### src/rtl/msi_cap_pkg.sv
package msi_cap_pkg;
  localparam int unsigned CTRL_EN_BIT  = 0;
  localparam int unsigned CTRL_LOG_LSB = 4;

  function automatic int unsigned cap_len(bit addr64, bit pv_mask);
    case ({pv_mask, addr64})
      2'b00:   return 10;
      2'b01:   return 14;
      2'b10:   return 20;
      default: return 24;
    endcase
  endfunction
endpackage

### src/rtl/msi_cap_ctrl.sv
module msi_cap_ctrl #(
  parameter int unsigned CAP_LOG = 3
) (
  input  logic       clk_i,
  input  logic       rst_ni,
  input  logic       wr_any_i,
  input  logic       wr_ctrl_i,
  input  logic       wd_en_i,
  input  logic [2:0] wd_log_i,
  output logic       en_o,
  output logic [2:0] log_o,
  output logic [2:0] log_next_o,
  output logic       trim_o
);
  localparam logic [2:0] CAP_LOG_L = 3'(CAP_LOG);

  logic       en_q, en_d;
  logic [2:0] log_q, log_d;

  always_comb begin
    en_d  = wr_ctrl_i ? wd_en_i  : en_q;
    log_d = wr_ctrl_i ? wd_log_i : log_q;
    // clamp only when the write leaves the function enabled
    if (wr_any_i && en_d && (log_d > CAP_LOG_L)) log_d = CAP_LOG_L;
  end

  always_ff @(posedge clk_i or negedge rst_ni) begin
    if (!rst_ni) begin
      en_q  <= 1'b0;
      log_q <= 3'd0;
    end else begin
      en_q  <= en_d;
      log_q <= log_d;
    end
  end

  assign en_o       = en_q;
  assign log_o      = log_q;
  assign log_next_o = log_d;
  assign trim_o     = wr_any_i && en_d;
endmodule

### src/rtl/msi_cap_msg.sv
module msi_cap_msg #(
  parameter bit ADDR64 = 1'b1
) (
  input  logic        clk_i,
  input  logic        rst_ni,
  input  logic        wr_lo_i,
  input  logic        wr_hi_i,
  input  logic        wr_data_i,
  input  logic [3:0]  be_i,
  input  logic [31:0] wdata_i,
  output logic [63:0] addr_o,
  output logic [15:0] data_o
);
  logic [31:0] lo_q, lo_d;
  logic [31:0] hi_q;
  logic [15:0] data_q, data_d;

  always_comb begin
    lo_d = lo_q;
    for (int b = 0; b < 4; b++)
      if (wr_lo_i && be_i[b]) lo_d[8*b +: 8] = wdata_i[8*b +: 8];
    lo_d[1:0] = 2'b00;
    data_d = data_q;
    for (int b = 0; b < 2; b++)
      if (wr_data_i && be_i[b]) data_d[8*b +: 8] = wdata_i[8*b +: 8];
  end

  always_ff @(posedge clk_i or negedge rst_ni) begin
    if (!rst_ni) begin
      lo_q   <= '0;
      data_q <= '0;
    end else begin
      lo_q   <= lo_d;
      data_q <= data_d;
    end
  end

  if (ADDR64) begin : g_hi
    logic [31:0] hi_d;
    always_comb begin
      hi_d = hi_q;
      for (int b = 0; b < 4; b++)
        if (wr_hi_i && be_i[b]) hi_d[8*b +: 8] = wdata_i[8*b +: 8];
    end
    always_ff @(posedge clk_i or negedge rst_ni) begin
      if (!rst_ni) hi_q <= '0;
      else         hi_q <= hi_d;
    end
  end else begin : g_no_hi
    logic unused_hi;
    assign unused_hi = wr_hi_i;
    assign hi_q = '0;
  end

  assign addr_o = {hi_q, lo_q};
  assign data_o = data_q;
endmodule

### src/rtl/msi_cap_vec.sv
module msi_cap_vec #(
  parameter bit          PV_MASK = 1'b1,
  parameter int unsigned NUM_VEC = 8
) (
  input  logic               clk_i,
  input  logic               rst_ni,
  input  logic [NUM_VEC-1:0] mask_we_i,
  input  logic [NUM_VEC-1:0] mask_wd_i,
  input  logic               trim_i,
  input  logic [2:0]         log_next_i,
  input  logic [NUM_VEC-1:0] set_i,
  input  logic [NUM_VEC-1:0] clr_i,
  output logic [NUM_VEC-1:0] mask_o,
  output logic [NUM_VEC-1:0] pend_o
);
  if (PV_MASK) begin : g_mask
    logic [NUM_VEC-1:0] mask_q, pend_q, pend_d, keep;

    for (genvar i = 0; i < NUM_VEC; i++) begin : g_keep
      localparam logic [2:0] NEED = 3'($clog2(i + 1));
      assign keep[i] = (log_next_i >= NEED);
    end

    always_comb begin
      pend_d = (pend_q & ~clr_i) | set_i;
      if (trim_i) pend_d = pend_d & keep;
    end

    always_ff @(posedge clk_i or negedge rst_ni) begin
      if (!rst_ni) begin
        mask_q <= '0;
        pend_q <= '0;
      end else begin
        for (int i = 0; i < int'(NUM_VEC); i++)
          if (mask_we_i[i]) mask_q[i] <= mask_wd_i[i];
        pend_q <= pend_d;
      end
    end

    assign mask_o = mask_q;
    assign pend_o = pend_q;
  end else begin : g_no_mask
    logic unused_vec;
    assign unused_vec = ^{mask_we_i, mask_wd_i, trim_i, log_next_i, set_i, clr_i,
                          clk_i, rst_ni};
    assign mask_o = '0;
    assign pend_o = '0;
  end
endmodule

### src/rtl/msi_cap_regs.sv
module msi_cap_regs
  import msi_cap_pkg::*;
#(
  parameter bit          ADDR64  = 1'b1,
  parameter bit          PV_MASK = 1'b1,
  parameter int unsigned NUM_VEC = 8,
  parameter int unsigned OFFS_W  = 5
) (
  input  logic               clk_i,
  input  logic               rst_ni,
  input  logic               cfg_wr_i,
  input  logic [OFFS_W-1:0]  cfg_addr_i,
  input  logic [3:0]         cfg_be_i,
  input  logic [31:0]        cfg_wdata_i,
  output logic [31:0]        cfg_rdata_o,
  input  logic [NUM_VEC-1:0] pend_set_i,
  input  logic [NUM_VEC-1:0] pend_clr_i,
  output logic               msi_en_o,
  output logic [63:0]        msi_addr_o,
  output logic [15:0]        msi_data_o,
  output logic [2:0]         vec_log_o,
  output logic [NUM_VEC-1:0] vec_mask_o,
  output logic [NUM_VEC-1:0] vec_pend_o
);
  localparam int unsigned       CAP_LOG  = $clog2(NUM_VEC);
  localparam logic [2:0]        CAP_LOG_L = 3'(CAP_LOG);
  localparam logic [OFFS_W-1:0] LEN_L    = OFFS_W'(cap_len(ADDR64, PV_MASK));
  localparam logic [OFFS_W-1:0] OFF_CTRL = OFFS_W'(0);
  localparam logic [OFFS_W-1:0] OFF_LO   = OFFS_W'(4);
  localparam logic [OFFS_W-1:0] OFF_HI   = OFFS_W'(8);
  localparam logic [OFFS_W-1:0] OFF_DATA = OFFS_W'(ADDR64 ? 12 : 8);
  localparam logic [OFFS_W-1:0] OFF_MASK = OFFS_W'(ADDR64 ? 16 : 12);
  localparam logic [OFFS_W-1:0] OFF_PEND = OFFS_W'(ADDR64 ? 20 : 16);

  logic [OFFS_W-1:0] dw_addr;
  logic in_range, wr_ok;
  logic wr_ctrl, wr_lo, wr_hi, wr_data, wr_mask;
  logic trim;
  logic [2:0] log_next;
  logic [NUM_VEC-1:0] mask_we;
  logic unused_ok;

  assign dw_addr   = {cfg_addr_i[OFFS_W-1:2], 2'b00};
  assign unused_ok = ^cfg_addr_i[1:0];
  assign in_range  = (dw_addr < LEN_L);
  assign wr_ok     = cfg_wr_i && in_range;
  assign wr_ctrl   = wr_ok && (dw_addr == OFF_CTRL) && cfg_be_i[2];
  assign wr_lo     = wr_ok && (dw_addr == OFF_LO);
  assign wr_hi     = wr_ok && ADDR64 && (dw_addr == OFF_HI);
  assign wr_data   = wr_ok && (dw_addr == OFF_DATA);
  assign wr_mask   = wr_ok && PV_MASK && (dw_addr == OFF_MASK);

  for (genvar i = 0; i < NUM_VEC; i++) begin : g_mask_we
    assign mask_we[i] = wr_mask && cfg_be_i[i/8];
  end

  msi_cap_ctrl #(.CAP_LOG(CAP_LOG)) i_ctrl (
    .clk_i      (clk_i),
    .rst_ni     (rst_ni),
    .wr_any_i   (wr_ok),
    .wr_ctrl_i  (wr_ctrl),
    .wd_en_i    (cfg_wdata_i[16 + CTRL_EN_BIT]),
    .wd_log_i   (cfg_wdata_i[16 + CTRL_LOG_LSB +: 3]),
    .en_o       (msi_en_o),
    .log_o      (vec_log_o),
    .log_next_o (log_next),
    .trim_o     (trim)
  );

  msi_cap_msg #(.ADDR64(ADDR64)) i_msg (
    .clk_i     (clk_i),
    .rst_ni    (rst_ni),
    .wr_lo_i   (wr_lo),
    .wr_hi_i   (wr_hi),
    .wr_data_i (wr_data),
    .be_i      (cfg_be_i),
    .wdata_i   (cfg_wdata_i),
    .addr_o    (msi_addr_o),
    .data_o    (msi_data_o)
  );

  msi_cap_vec #(.PV_MASK(PV_MASK), .NUM_VEC(NUM_VEC)) i_vec (
    .clk_i      (clk_i),
    .rst_ni     (rst_ni),
    .mask_we_i  (mask_we),
    .mask_wd_i  (cfg_wdata_i[NUM_VEC-1:0]),
    .trim_i     (trim),
    .log_next_i (log_next),
    .set_i      (pend_set_i),
    .clr_i      (pend_clr_i),
    .mask_o     (vec_mask_o),
    .pend_o     (vec_pend_o)
  );

  logic [15:0] ctrl_word;
  assign ctrl_word = {7'd0, PV_MASK, ADDR64, vec_log_o, CAP_LOG_L, msi_en_o};

  always_comb begin
    cfg_rdata_o = '0;
    if (in_range) begin
      if (dw_addr == OFF_CTRL)                 cfg_rdata_o = {ctrl_word, 16'h0000};
      else if (dw_addr == OFF_LO)              cfg_rdata_o = msi_addr_o[31:0];
      else if (ADDR64 && dw_addr == OFF_HI)    cfg_rdata_o = msi_addr_o[63:32];
      else if (dw_addr == OFF_DATA)            cfg_rdata_o = {16'h0000, msi_data_o};
      else if (PV_MASK && dw_addr == OFF_MASK) cfg_rdata_o = 32'(vec_mask_o);
      else if (PV_MASK && dw_addr == OFF_PEND) cfg_rdata_o = 32'(vec_pend_o);
    end
  end
endmodule

### config.mk
export PLATFORM = sky130hd
export DESIGN_NAME = msi_cap_regs
export DESIGN_NICKNAME = d
export VERILOG_FILES = /design/src/rtl/msi_cap_pkg.sv /design/src/rtl/msi_cap_ctrl.sv /design/src/rtl/msi_cap_msg.sv /design/src/rtl/msi_cap_vec.sv /design/src/rtl/msi_cap_regs.sv
export SDC_FILE = /design/constraint.sdc
export NUM_CORES = 1
export LEC_CHECK = 0
export BUFFER_PORTS_ARGS = -buffer_cell sky130_fd_sc_hd__buf_2
export CORE_MARGIN = 2
export CORE_UTILIZATION = 48
export CTS_CLUSTER_SIZE = 8
export DETAILED_ROUTE_END_ITERATION = 7
export PLACE_DENSITY = 0.8
export SLEW_MARGIN = 20
export SYNTH_ARGS = -nofsm -noshare
export SYNTH_HDL_FRONTEND = slang
export SYNTH_SLANG_ARGS = --single-unit
### constraint.sdc
create_clock -name clk_i -period 1.3 [get_ports clk_i]
set_input_delay 0.065 -clock clk_i [delete_from_list [all_inputs] [get_ports clk_i]]
set_output_delay 0.065 -clock clk_i [all_outputs]
set_load 0.02 [all_outputs]
; Word-level counts from Yosys, hierarchy flattened
; Cells that the tools add are included.
[word_totals]
reg_bits = 98
inputBits = 60
output_inout_bits = 132
wordCells = 61
[op_classes]
n_lt_le_gt_ge = 6
eq_ne = 5
n_mux = 11
n_bitwise = 4
reduce_logical = 21
[ops]
columns = operator, n
row1 = 2-to-1 mux 32 bit, 4
row2 = 2-to-1 mux 8 bit, 3
row3 = logical AND 1 bit, 20
row4 = bitwise AND 8 bit, 2
row5 = 2-to-1 mux 16 bit, 1
row6 = inverter 8 bit, 1
row7 = bitwise OR 8 bit, 1
row8 = equality test 3 x 2 -> 1 bit (second input constant), 2
row9 = equality test 3 bit (second input constant), 2
row10 = greater-or-equal comparator 3 x 1 -> 1 bit (second input constant), 2
row11 = greater-or-equal comparator 3 x 2 -> 1 bit (second input constant), 2
row12 = 2-to-1 mux 3 bit, 2
row13 = logical NOT 5 bit, 1
row14 = < comparator 5 bit (second input constant), 1
row15 = equality test 3 x 1 -> 1 bit (second input constant), 1
row16 = > comparator 3 x 2 -> 1 bit (second input constant), 1
row17 = 2-to-1 mux 1 bit, 1

; Longest topological paths before layout
; Gate-level depths: netlist (run 1).
[logic_depth]
word_depth = 11
depth_mapped = 6
depth_no_buf = 4

; Cells and area by module
; From an unflattened synthesis (run 1), not the netlist that was laid out.
[hier_totals]
cells_unflattened = 371
hier_area_um2 = 4804.6
[modules_own_cells]
columns = module, n_inst, cells_per_inst, area_each_um2, seq_area_each_um2
row1 = msi_cap_msg, 1, 169, 2909.0, 1951.9
row2 = msi_cap_regs, 1, 141, 1061.0, 0.0
row3 = msi_cap_vec, 1, 46, 635.6, 400.4
row4 = msi_cap_ctrl, 1, 15, 198.9, 100.1

; Worst setup path before layout (run 1)
; OpenSTA, ideal clock, no wires.
[synth_timing]
path_type = in2out
startpoint = input port cfg_addr_i[2]
endpoint = output port cfg_rdata_o[4]
arrival_ns = 1.183
t_required_ns = 1.235
slack_ns = 0.052
cell_stages = 6
n_path_buf = 2
cell_sequence = buf_4 > inv_2 > nor2_2 > clkbuf_1 > a22oi_1 > o22ai_1
[synth_via]
elab_chain_cells = 8
word_cells_on_any_way = 14
cone_classes = order compare: 1 / eq/ne: 5 / mux: 7 / reduce/logical: 1
[synth_lines]
columns = item, line_no
row1 = "start, declared", msi_cap_regs.sv:12  ; input logic [OFFS_W-1:0] cfg_addr_i,
row2 = equality test 3 bit, msi_cap_regs.sv:106  ; else if (PV_MASK && dw_addr == OFF_PEND) cfg_rdata_o = 32'(vec_pend_o);
row3 = 2-to-1 mux 8 bit, msi_cap_regs.sv:106
row4 = 2-to-1 mux 8 bit, msi_cap_regs.sv:105  ; else if (PV_MASK && dw_addr == OFF_MASK) cfg_rdata_o = 32'(vec_mask_o);
row5 = 2-to-1 mux 16 bit, msi_cap_regs.sv:104  ; else if (dw_addr == OFF_DATA) cfg_rdata_o = {16'h0000, msi_data_o};
row6 = 2-to-1 mux 32 bit, msi_cap_regs.sv:103  ; else if (ADDR64 && dw_addr == OFF_HI) cfg_rdata_o = msi_addr_o[63:32];
row7 = 2-to-1 mux 32 bit, msi_cap_regs.sv:102  ; else if (dw_addr == OFF_LO) cfg_rdata_o = msi_addr_o[31:0];
row8 = 2-to-1 mux 32 bit, msi_cap_regs.sv:101  ; if (dw_addr == OFF_CTRL) cfg_rdata_o = {ctrl_word, 16'h0000};
row9 = 2-to-1 mux 32 bit *, msi_cap_regs.sv:100  ; if (in_range) begin
row10 = "end, declared", msi_cap_regs.sv:15  ; output logic [31:0] cfg_rdata_o,
; Every way passes the cells marked *; elsewhere a longest branch is shown, timed or not.

; Worst setup path in the final report (run 1)
[layout_timing]
startpoint = register i_msg.data_q[6], in the netlist i_msg.data_o[6]
endpoint = output port cfg_rdata_o[6]
[layout_via]
elab_chain_cells = 5
[layout_lines]
columns = item, line_no
row1 = "start, declared", msi_cap_msg.sv:16  ; logic [15:0] data_q, data_d;
row2 = "start signal, assigned", msi_cap_msg.sv:34  ; data_q <= data_d;
row3 = 2-to-1 mux 16 bit, msi_cap_regs.sv:104
row4 = 2-to-1 mux 32 bit, msi_cap_regs.sv:103
row5 = 2-to-1 mux 32 bit, msi_cap_regs.sv:102
row6 = 2-to-1 mux 32 bit, msi_cap_regs.sv:101
row7 = 2-to-1 mux 32 bit, msi_cap_regs.sv:100
; No other way between the ends.

==> summary.md, run 1 <==
| Metric | Value |
|---|---|
| Die span in y | ~100 µm |
| Total power density per cell area | 1461 mW/mm² |
| Number of cells on the worst hold path | 3 |
| Count of warnings emitted by yosys | 0 |
| Final critical-path setup slack | -0.2244 ns |
| Die footprint | 0.01053 mm² |
| Post-Syn Area per Cell | between 10 and 15 µm² |
| Drc violations | 0 |
| Top-area cell type share of the netlist area | between 50 and 60% |
| Number of detailed-route iterations in the first pass | 4 |
| Antenna violations before repair | 2 |
| Maximum frequency from static timing analysis | ~660 MHz |
| Global-route wire length before repair | 21180 µm |
| Sequential element share of the synthesized area | approximately 53% |
| R2R Path Start | i_ctrl.log_o[0] |
| DP HPWL | ~9500 µm |
| Maximum VDD drop | 0.8990 mV |
| Biggest area consumer among synthesized cells | sky130_fd_sc_hd__dfrtp_1 |
| CP startpoint kind | flop |
| H-Tree Depth | 3 |
| Static leakage | between 0.003 and 0.004 µW |
| Congestion Overflow GR | 0 |
| End point of the worst hold path | i_vec.pend_o[1] |
| Maximum buffer depth of the clock tree | 2 |
| CTS tree | yes |
| Slack of the worst reg-to-reg path | -0.05 ns |
| Routed Wire Length | 14880 µm |
| Clock latency at the later pin of the worst-skew pair | roughly 0.36 ns |
| Summed instance area of the synthesized netlist | around 0.0047 mm² |
| Top post-synthesis cells by area | sky130_fd_sc_hd__dfrtp_1 (53%), sky130_fd_sc_hd__mux2_2 (24%), sky130_fd_sc_hd__mux2i_1 (3.6%) |
| Tmin final | approximately 1.5 ns |
| Period Utilization, post-route | 117.3% |
| CP arrival | ~1.5 ns |
| Violations in the final reports | hold timing, setup timing |
| Total of buffers placed on input and output ports | between 150 and 200 |
| Via-to-Cell Ratio | approximately 5.4 |
| Vias in the first global route | roughly 4.2k |
| Unrepaired setup endpoints after global routing | true |
| Largest net degree at the start of global routing | 56 |
| Most common library cell in the layout ignoring fill and taps | sky130_fd_sc_hd__buf_2 |
| Worst slack, placed | -0.1843 ns |
| Count of endpoints failing setup in the final report | 25 |
| Number of cell instances on the worst register-to-register path | 6 |
| Post-detailed-route wirelength per cell | 18.53 µm |
| Fin nets | between 700 and 800 |
| Fillers | between 600 and 700 |
| Fraction of layout instances using a drive strength above 1 | about 64% |
| Setup Skew | 0.001793 ns |
| Final Slew Violations | 0 |
| # clock sinks | 98 |
| Hold violation count in the final report | 1 |
| Maximum fanout along the worst path | 2 |
| Final setup TNS | -2.874 ns |
| Post-route antenna net violation count | 0 |
| RR Endpoint | i_vec.pend_o[6] |
| Total number of vias | between 4k and 5k |
| Non-filler instance count after layout | ~800 |
| Hold Path Origin | pend_set_i[1] |
| Most frequent cells in the layout | sky130_fd_sc_hd__buf_2 (168), sky130_fd_sc_hd__dfrtp_1 (95), sky130_fd_sc_hd__mux2_2 (94) |
| Relative area change from synthesis to final layout | 53.06% |
| Number of max-cap violations | 0 |
| Synth Instances | roughly 380 |
| Kind of capture point of the worst setup path | output pin |
| Boundary pin count | ~190 |
| Count of unique library cells instantiated by Yosys | 36 |
| Global placer's final weighted congestion | around 0.85 |
| Clock input transition at the sequential cells of the worst setup and hold paths | 0.10 ns |
| DIE WIDTH | 102.6 µm |
| Status | finished with violations |
| CTS Root Buffer Type | sky130_fd_sc_hd__clkbuf_8 |
| Floorplan row count | 35 |
| Flop and latch count out of synthesis | 98 |
| Starting density of the core | roughly half |
| Core ar. | approximately 0.0093 mm² |
| Total Routing Usage GR | approximately a quarter |
| Post-Route Hold Slack | -0.004763 ns |
| Initial drt markers | around 190 |
| # placed instances | between 700 and 800 |
| Number of buffers added by the clock tree synthesis step | 9 |
| Worst path required time | between 1 and 1.5 ns |
| Class of the tightest hold or removal check | input pin to flop |
| Critical path type | flop to output pin |
[final cells by class]
class                   instances  area [µm²]  area share [%]
diodes                          1       2.502         0.03503
clock buffers                  10       127.6           1.787
clock inverters                 6       43.79          0.6131
inverters                      13       48.80          0.6831
multi-input cells             244        2236           31.30
flip-flops and latches         98        2456           34.38
well taps                     129       161.4           2.260
repair buffers                302        2067           28.94
[critical path, cell delays in order, from the launching register on]
cell and delay [ns]:
sky130_fd_sc_hd__dfrtp_1 0.41, sky130_fd_sc_hd__mux2_2 0.30, sky130_fd_sc_hd__a22oi_2 0.12, sky130_fd_sc_hd__o22ai_1 0.09, sky130_fd_sc_hd__buf_4 0.18
[power by group]
| group | switching [µW] | internal (µW) | total, µW | leakage, µW |
|---|---|---|---|---|
| combinational | 2330 | 2040 | 4370 | 0.00225 |
| clock | 1080 | 701 | 1780 | 0.0000862 |
| sequential | 543 | 3740 | 4280 | 0.00119 |
[worst max path at each step]
stage | start | endpoint | slack, ns | depth (start not counted)
2_1_floorplan | cfg_addr_i[2] | cfg_rdata_o[4] | 0.05 | 6
3_3_place_gp | cfg_addr_i[2] | i_vec.pend_o[6] | -0.12 | 6
3_5_place_dp | cfg_addr_i[2] | i_vec.pend_o[1] | -0.18 | 6
4_1_cts | i_msg.data_o[2] | cfg_rdata_o[2] | -0.20 | 4
5_1_grt | i_msg.data_o[6] | cfg_rdata_o[6] | -0.28 | 4
6_report | i_msg.data_o[6] | cfg_rdata_o[6] | -0.22 | 4
[routing by layer]
layer,wire length (µm),global-route usage [%]
met2,7677,48.27
met3,881,4.339
met1,5985,32.17
met5,0,0
met4,338,9.538
[synth_stat cells]
master                      n
sky130_fd_sc_hd__nand2b_1   2
sky130_fd_sc_hd__a31o_2     1
sky130_fd_sc_hd__a22oi_1   22
sky130_fd_sc_hd__a21oi_1   21
sky130_fd_sc_hd__nor3_2     1
sky130_fd_sc_hd__a21o_1     1
sky130_fd_sc_hd__a21oi_2    1
sky130_fd_sc_hd__nor2_1    37
sky130_fd_sc_hd__clkbuf_1   9
sky130_fd_sc_hd__inv_1     12
sky130_fd_sc_hd__mux2_4     1
sky130_fd_sc_hd__conb_1     1
sky130_fd_sc_hd__nor2_2     3
sky130_fd_sc_hd__and4b_1    2
sky130_fd_sc_hd__nand4_2    1
sky130_fd_sc_hd__mux2i_1   17
sky130_fd_sc_hd__buf_2      6
sky130_fd_sc_hd__nor3_1     2
sky130_fd_sc_hd__buf_4      6
sky130_fd_sc_hd__nor2b_1    1
sky130_fd_sc_hd__nand3_2    2
sky130_fd_sc_hd__mux2_1     1
sky130_fd_sc_hd__nor3b_1    1
sky130_fd_sc_hd__nand2_1    2
sky130_fd_sc_hd__and2b_4    1
sky130_fd_sc_hd__mux2_2    99
sky130_fd_sc_hd__inv_2      1
sky130_fd_sc_hd__o22ai_1    8
sky130_fd_sc_hd__nor3_4     1
sky130_fd_sc_hd__a21boi_2   1
sky130_fd_sc_hd__and2b_1    1
sky130_fd_sc_hd__nor2_4     2
sky130_fd_sc_hd__nand3_1    7
sky130_fd_sc_hd__and4bb_1   1
sky130_fd_sc_hd__o22a_1     2
sky130_fd_sc_hd__dfrtp_1   98
[per-stage QoR]
stage / hold slack, ns / total power, µW / area (µm²) / utilization [%]
after global placement: -0.1244 / 7635 / 6005 / 64.37
after CTS: 0.0007732 / 10040 / 6884 / 73.80
after detailed placement: -0.1207 / 7762 / 6005 / 64.37
after floorplan: -0.2306 / 6367 / 4671 / -
after global routing: 0.004955 / 10900 / 7143 / 76.58
final: -0.004763 / 10440 / 7143 / 76.58
[sequential cells by signal, indices dropped and copies added, names as in the netlist]
register / cells
i_vec.mask_o: 8
i_msg.hi_q: 32
i_vec.pend_o: 8
i_ctrl.en_o: 1
i_ctrl.log_o: 3
i_msg.data_o: 16
i_msg.lo_q: 30
[kinds of logic (layout without fill, tap and decap cells)]
| kind of cell | Yosys count | count (layout) | synth area share, % |
|---|---|---|---|
| AO/OA/AOI/OAI | 57 | 57 | 8.016 |
| buffers and inverters | 34 | 331 | 3.378 |
| flip-flops | 98 | 98 | 52.55 |
| multiplexers | 118 | 118 | 28.10 |
| other | 1 | 3 | 0.08035 |
| AND/OR/NAND/NOR | 67 | 67 | 7.882 |
[timing repair]
action | 4_1_cts | 5_1_grt
hold buffers | 39 | 0
endpoints found under the hold margin | 182 | 0
pin swaps | 4 | 22
endpoints found under the setup margin | 21 | 31
setup buffers | 31 | 11
resized for setup | 24 | 44
Note: power is estimated with default switching activity, not from simulation.
==> run 2: changes to the inputs <==
--- a/config.mk
+++ b/config.mk
@@ -11,7 +11,9 @@
 export CTS_CLUSTER_SIZE = 8
 export DETAILED_ROUTE_END_ITERATION = 7
 export PLACE_DENSITY = 0.8
+export SKIP_LAST_GASP = 1
 export SLEW_MARGIN = 20
 export SYNTH_ARGS = -nofsm -noshare
 export SYNTH_HDL_FRONTEND = slang
 export SYNTH_SLANG_ARGS = --single-unit
+export TNS_END_PERCENT = 10
==> run 2 against run 1 <==
The flow finishes with violations (setup timing). Cell count is 3.6% lower. Largest cell class unchanged. Sequential power about the same. Die area unchanged. First-iteration DRC count did not move. Critical endpoint is now cfg_rdata_o[5]. Global-route usage shrank 1.5 points. Fmax is 1.4% lower. Worst setup slack got worse by 0.021 ns. Combinational power shrank 15%. Critical path type unchanged. Sequential share of layout area rose by 2.2 points. Clock skew increased by 0.0044 ns.
==> summary.md, run 2 (synthesized netlist as in run 1, its figures left out) <==
| Metric | Value |
|---|---|
| CTS Root Buffer Type | sky130_fd_sc_hd__clkbuf_8 |
| Critical path type | flop to output pin |
| Maximum VDD drop | about 0.95 mV |
| Total of buffers placed on input and output ports | between 150 and 200 |
| Final critical-path setup slack | -0.2455 ns |
| # placed instances | a little over 700 |
| Clock input transition at the sequential cells of the worst setup and hold paths | about 0.090 ns |
| Count of endpoints failing setup in the final report | 23 |
| CP startpoint kind | flop |
| CTS tree | yes |
| Floorplan row count | 35 |
| H-Tree Depth | 3 |
| Final Slew Violations | 0 |
| Unrepaired setup endpoints after global routing | true |
| Total number of vias | about 4.1k |
| Fin nets | roughly 700 |
| Maximum buffer depth of the clock tree | 2 |
| Fraction of layout instances using a drive strength above 1 | 57.30% |
| Status | finished with violations |
| Relative area change from synthesis to final layout | 43.75% |
| Period Utilization, post-route | 118.9% |
| DP HPWL | roughly 9500 µm |
| Number of buffers added by the clock tree synthesis step | 9 |
| Post-Route Hold Slack | 0.001505 ns |
| Maximum fanout along the worst path | 2 |
| Total power density per cell area | roughly 1500 mW/mm² |
| Boundary pin count | around 190 |
| Post-route antenna net violation count | 0 |
| Biggest register | i_msg.hi_q |
| Most frequent cells in the layout | sky130_fd_sc_hd__buf_2 (181), sky130_fd_sc_hd__mux2_2 (98), sky130_fd_sc_hd__dfrtp_1 (98) |
| Violations in the final reports | setup timing |
| Drc violations | 0 |
| Global placer's final weighted congestion | ~0.85 |
| Kind of capture point of the worst setup path | output pin |
| Routed Wire Length | roughly 14000 µm |
| Setup Skew | a little over 0.006 ns |
| Worst path required time | around 1.2 ns |
| Via-to-Cell Ratio | 5.331 |
| Tmin final | between 1.5 and 2 ns |
| Number of detailed-route iterations in the first pass | 4 |
| Starting density of the core | 50.03% |
| # clock sinks | 98 |
| Hold violation count in the final report | 0 |
| Core ar. | roughly 0.0093 mm² |
| Area taken by multi-input logic gates | roughly 0.0021 mm² |
| Vias in the first global route | just under 4k |
| Clock latency at the later pin of the worst-skew pair | roughly 0.36 ns |
| Most common library cell in the layout ignoring fill and taps | sky130_fd_sc_hd__buf_2 |
| Fillers | about 700 |
| CP arrival | about 1.5 ns |
| Number of max-cap violations | 0 |
| DIE WIDTH | approximately 100 µm |
| Static leakage | 0.003342 µW |
| Class of the tightest hold or removal check | input pin to flop |
| Flip-flop and latch area | 0.002452 mm² |
| Total Routing Usage GR | ~25% |
| Maximum frequency from static timing analysis | ~650 MHz |
| Largest net degree at the start of global routing | between 50 and 60 |
| Worst slack, placed | -0.1843 ns |
| Die span in y | slightly above 100 µm |
| Congestion Overflow GR | 0 |
| Global-route wire length before repair | approximately 20000 µm |
| Post-detailed-route wirelength per cell | 17.47 µm |
| Non-filler instance count after layout | 774 |
| Initial drt markers | around 190 |
| Antenna violations before repair | 2 |
| Die footprint | about 0.011 mm² |
| Flip-flop count of the largest register, all copies and words added | 32 |
| Total Power Consumption | 9773 µW |
## run 2: changes by cell type in the layout (fill, tap and decap cells not counted), moves of 3 or more
cell / before / now
sky130_fd_sc_hd__a21oi_1: 13 / 21
sky130_fd_sc_hd__a21oi_2: 8 / 1
sky130_fd_sc_hd__buf_4: 80 / 46
sky130_fd_sc_hd__a22oi_1: 6 / 18
sky130_fd_sc_hd__dfrtp_1: 95 / 98
sky130_fd_sc_hd__nor2_2: 8 / 3
sky130_fd_sc_hd__nor2_1: 32 / 37
sky130_fd_sc_hd__mux2_4: 6 / 2
sky130_fd_sc_hd__mux2_2: 94 / 98
sky130_fd_sc_hd__buf_6: 6 / 0
sky130_fd_sc_hd__buf_2: 168 / 181
sky130_fd_sc_hd__dfrtp_2: 3 / 0
sky130_fd_sc_hd__a22oi_2: 16 / 4
## run 2: repair_timing
item | 4_1_cts | 5_1_grt
hold endpoints to repair | 182 | 0
setup buffers | 11 | 2
pin swaps | 3 | 0
resized for setup | 8 | 3
hold buffers | 39 | 0
setup endpoints to repair | 21 | 30
## run 2: report_power, final
part           total (µW)  switching (µW)  internal, µW
Combinational        3710            2060          1650
Clock                1760            1060           700
Sequential           4300             570          3730
Total                9770            3690          6080
## run 2: path summary, 6_finish.rpt
check	start	end	slack [ns]	depth (start not counted)
max in group asynchronous	rst_ni	i_msg.hi_q[1]	0.77	3
worst min-delay path	pend_set_i[1]	i_vec.pend_o[1]	0.002	3
worst max-delay path	i_msg.hi_q[5]	cfg_rdata_o[5]	-0.25	4
min in group asynchronous	rst_ni	i_msg.lo_q[21]	0.03	2
worst min register to register	i_msg.data_o[12]	i_msg.data_o[12]	0.51	1
worst max register to register	i_vec.pend_o[2]	i_vec.pend_o[2]	0.03	3
## run 2: area by class of cell
class,count,share of cell area [%]
sequential,98,36.55
multi-input combinational,244,31.16
timing repair buffer,273,26.56
tap,129,2.406
clock buffer,10,1.902
inverter,13,0.7273
clock inverter,6,0.6527
antenna,1,0.03730
## run 2: layer usage
layer	share of wire, %	vias to the layer above	GRT usage (%)	wire (µm)
met5	0	-	0	0
met4	2.1	0	10.46	285
met3	6.3	30	4.407	855
met2	50	196	43.84	6777
met1	41	2027	31.15	5601
li1	-	1873	-	-
## run 2: critical path: stages (launching register included)
cell	delay (ns)
sky130_fd_sc_hd__dfrtp_1	0.40
sky130_fd_sc_hd__mux2_2	0.27
sky130_fd_sc_hd__a22oi_2	0.16
sky130_fd_sc_hd__o22ai_2	0.12
sky130_fd_sc_hd__buf_4	0.17
## run 2: per-stage QoR
step / area (µm²) / setup TNS, ns / util (%)
floorplan: 4671 / 0 / -
global placement: 6005 / -1.264 / 64.37
detailed placement: 6005 / -3.135 / 64.37
CTS: 6678 / -3.010 / 71.59
global route: 6709 / -4.835 / 71.92
finish: 6709 / -3.150 / 71.92
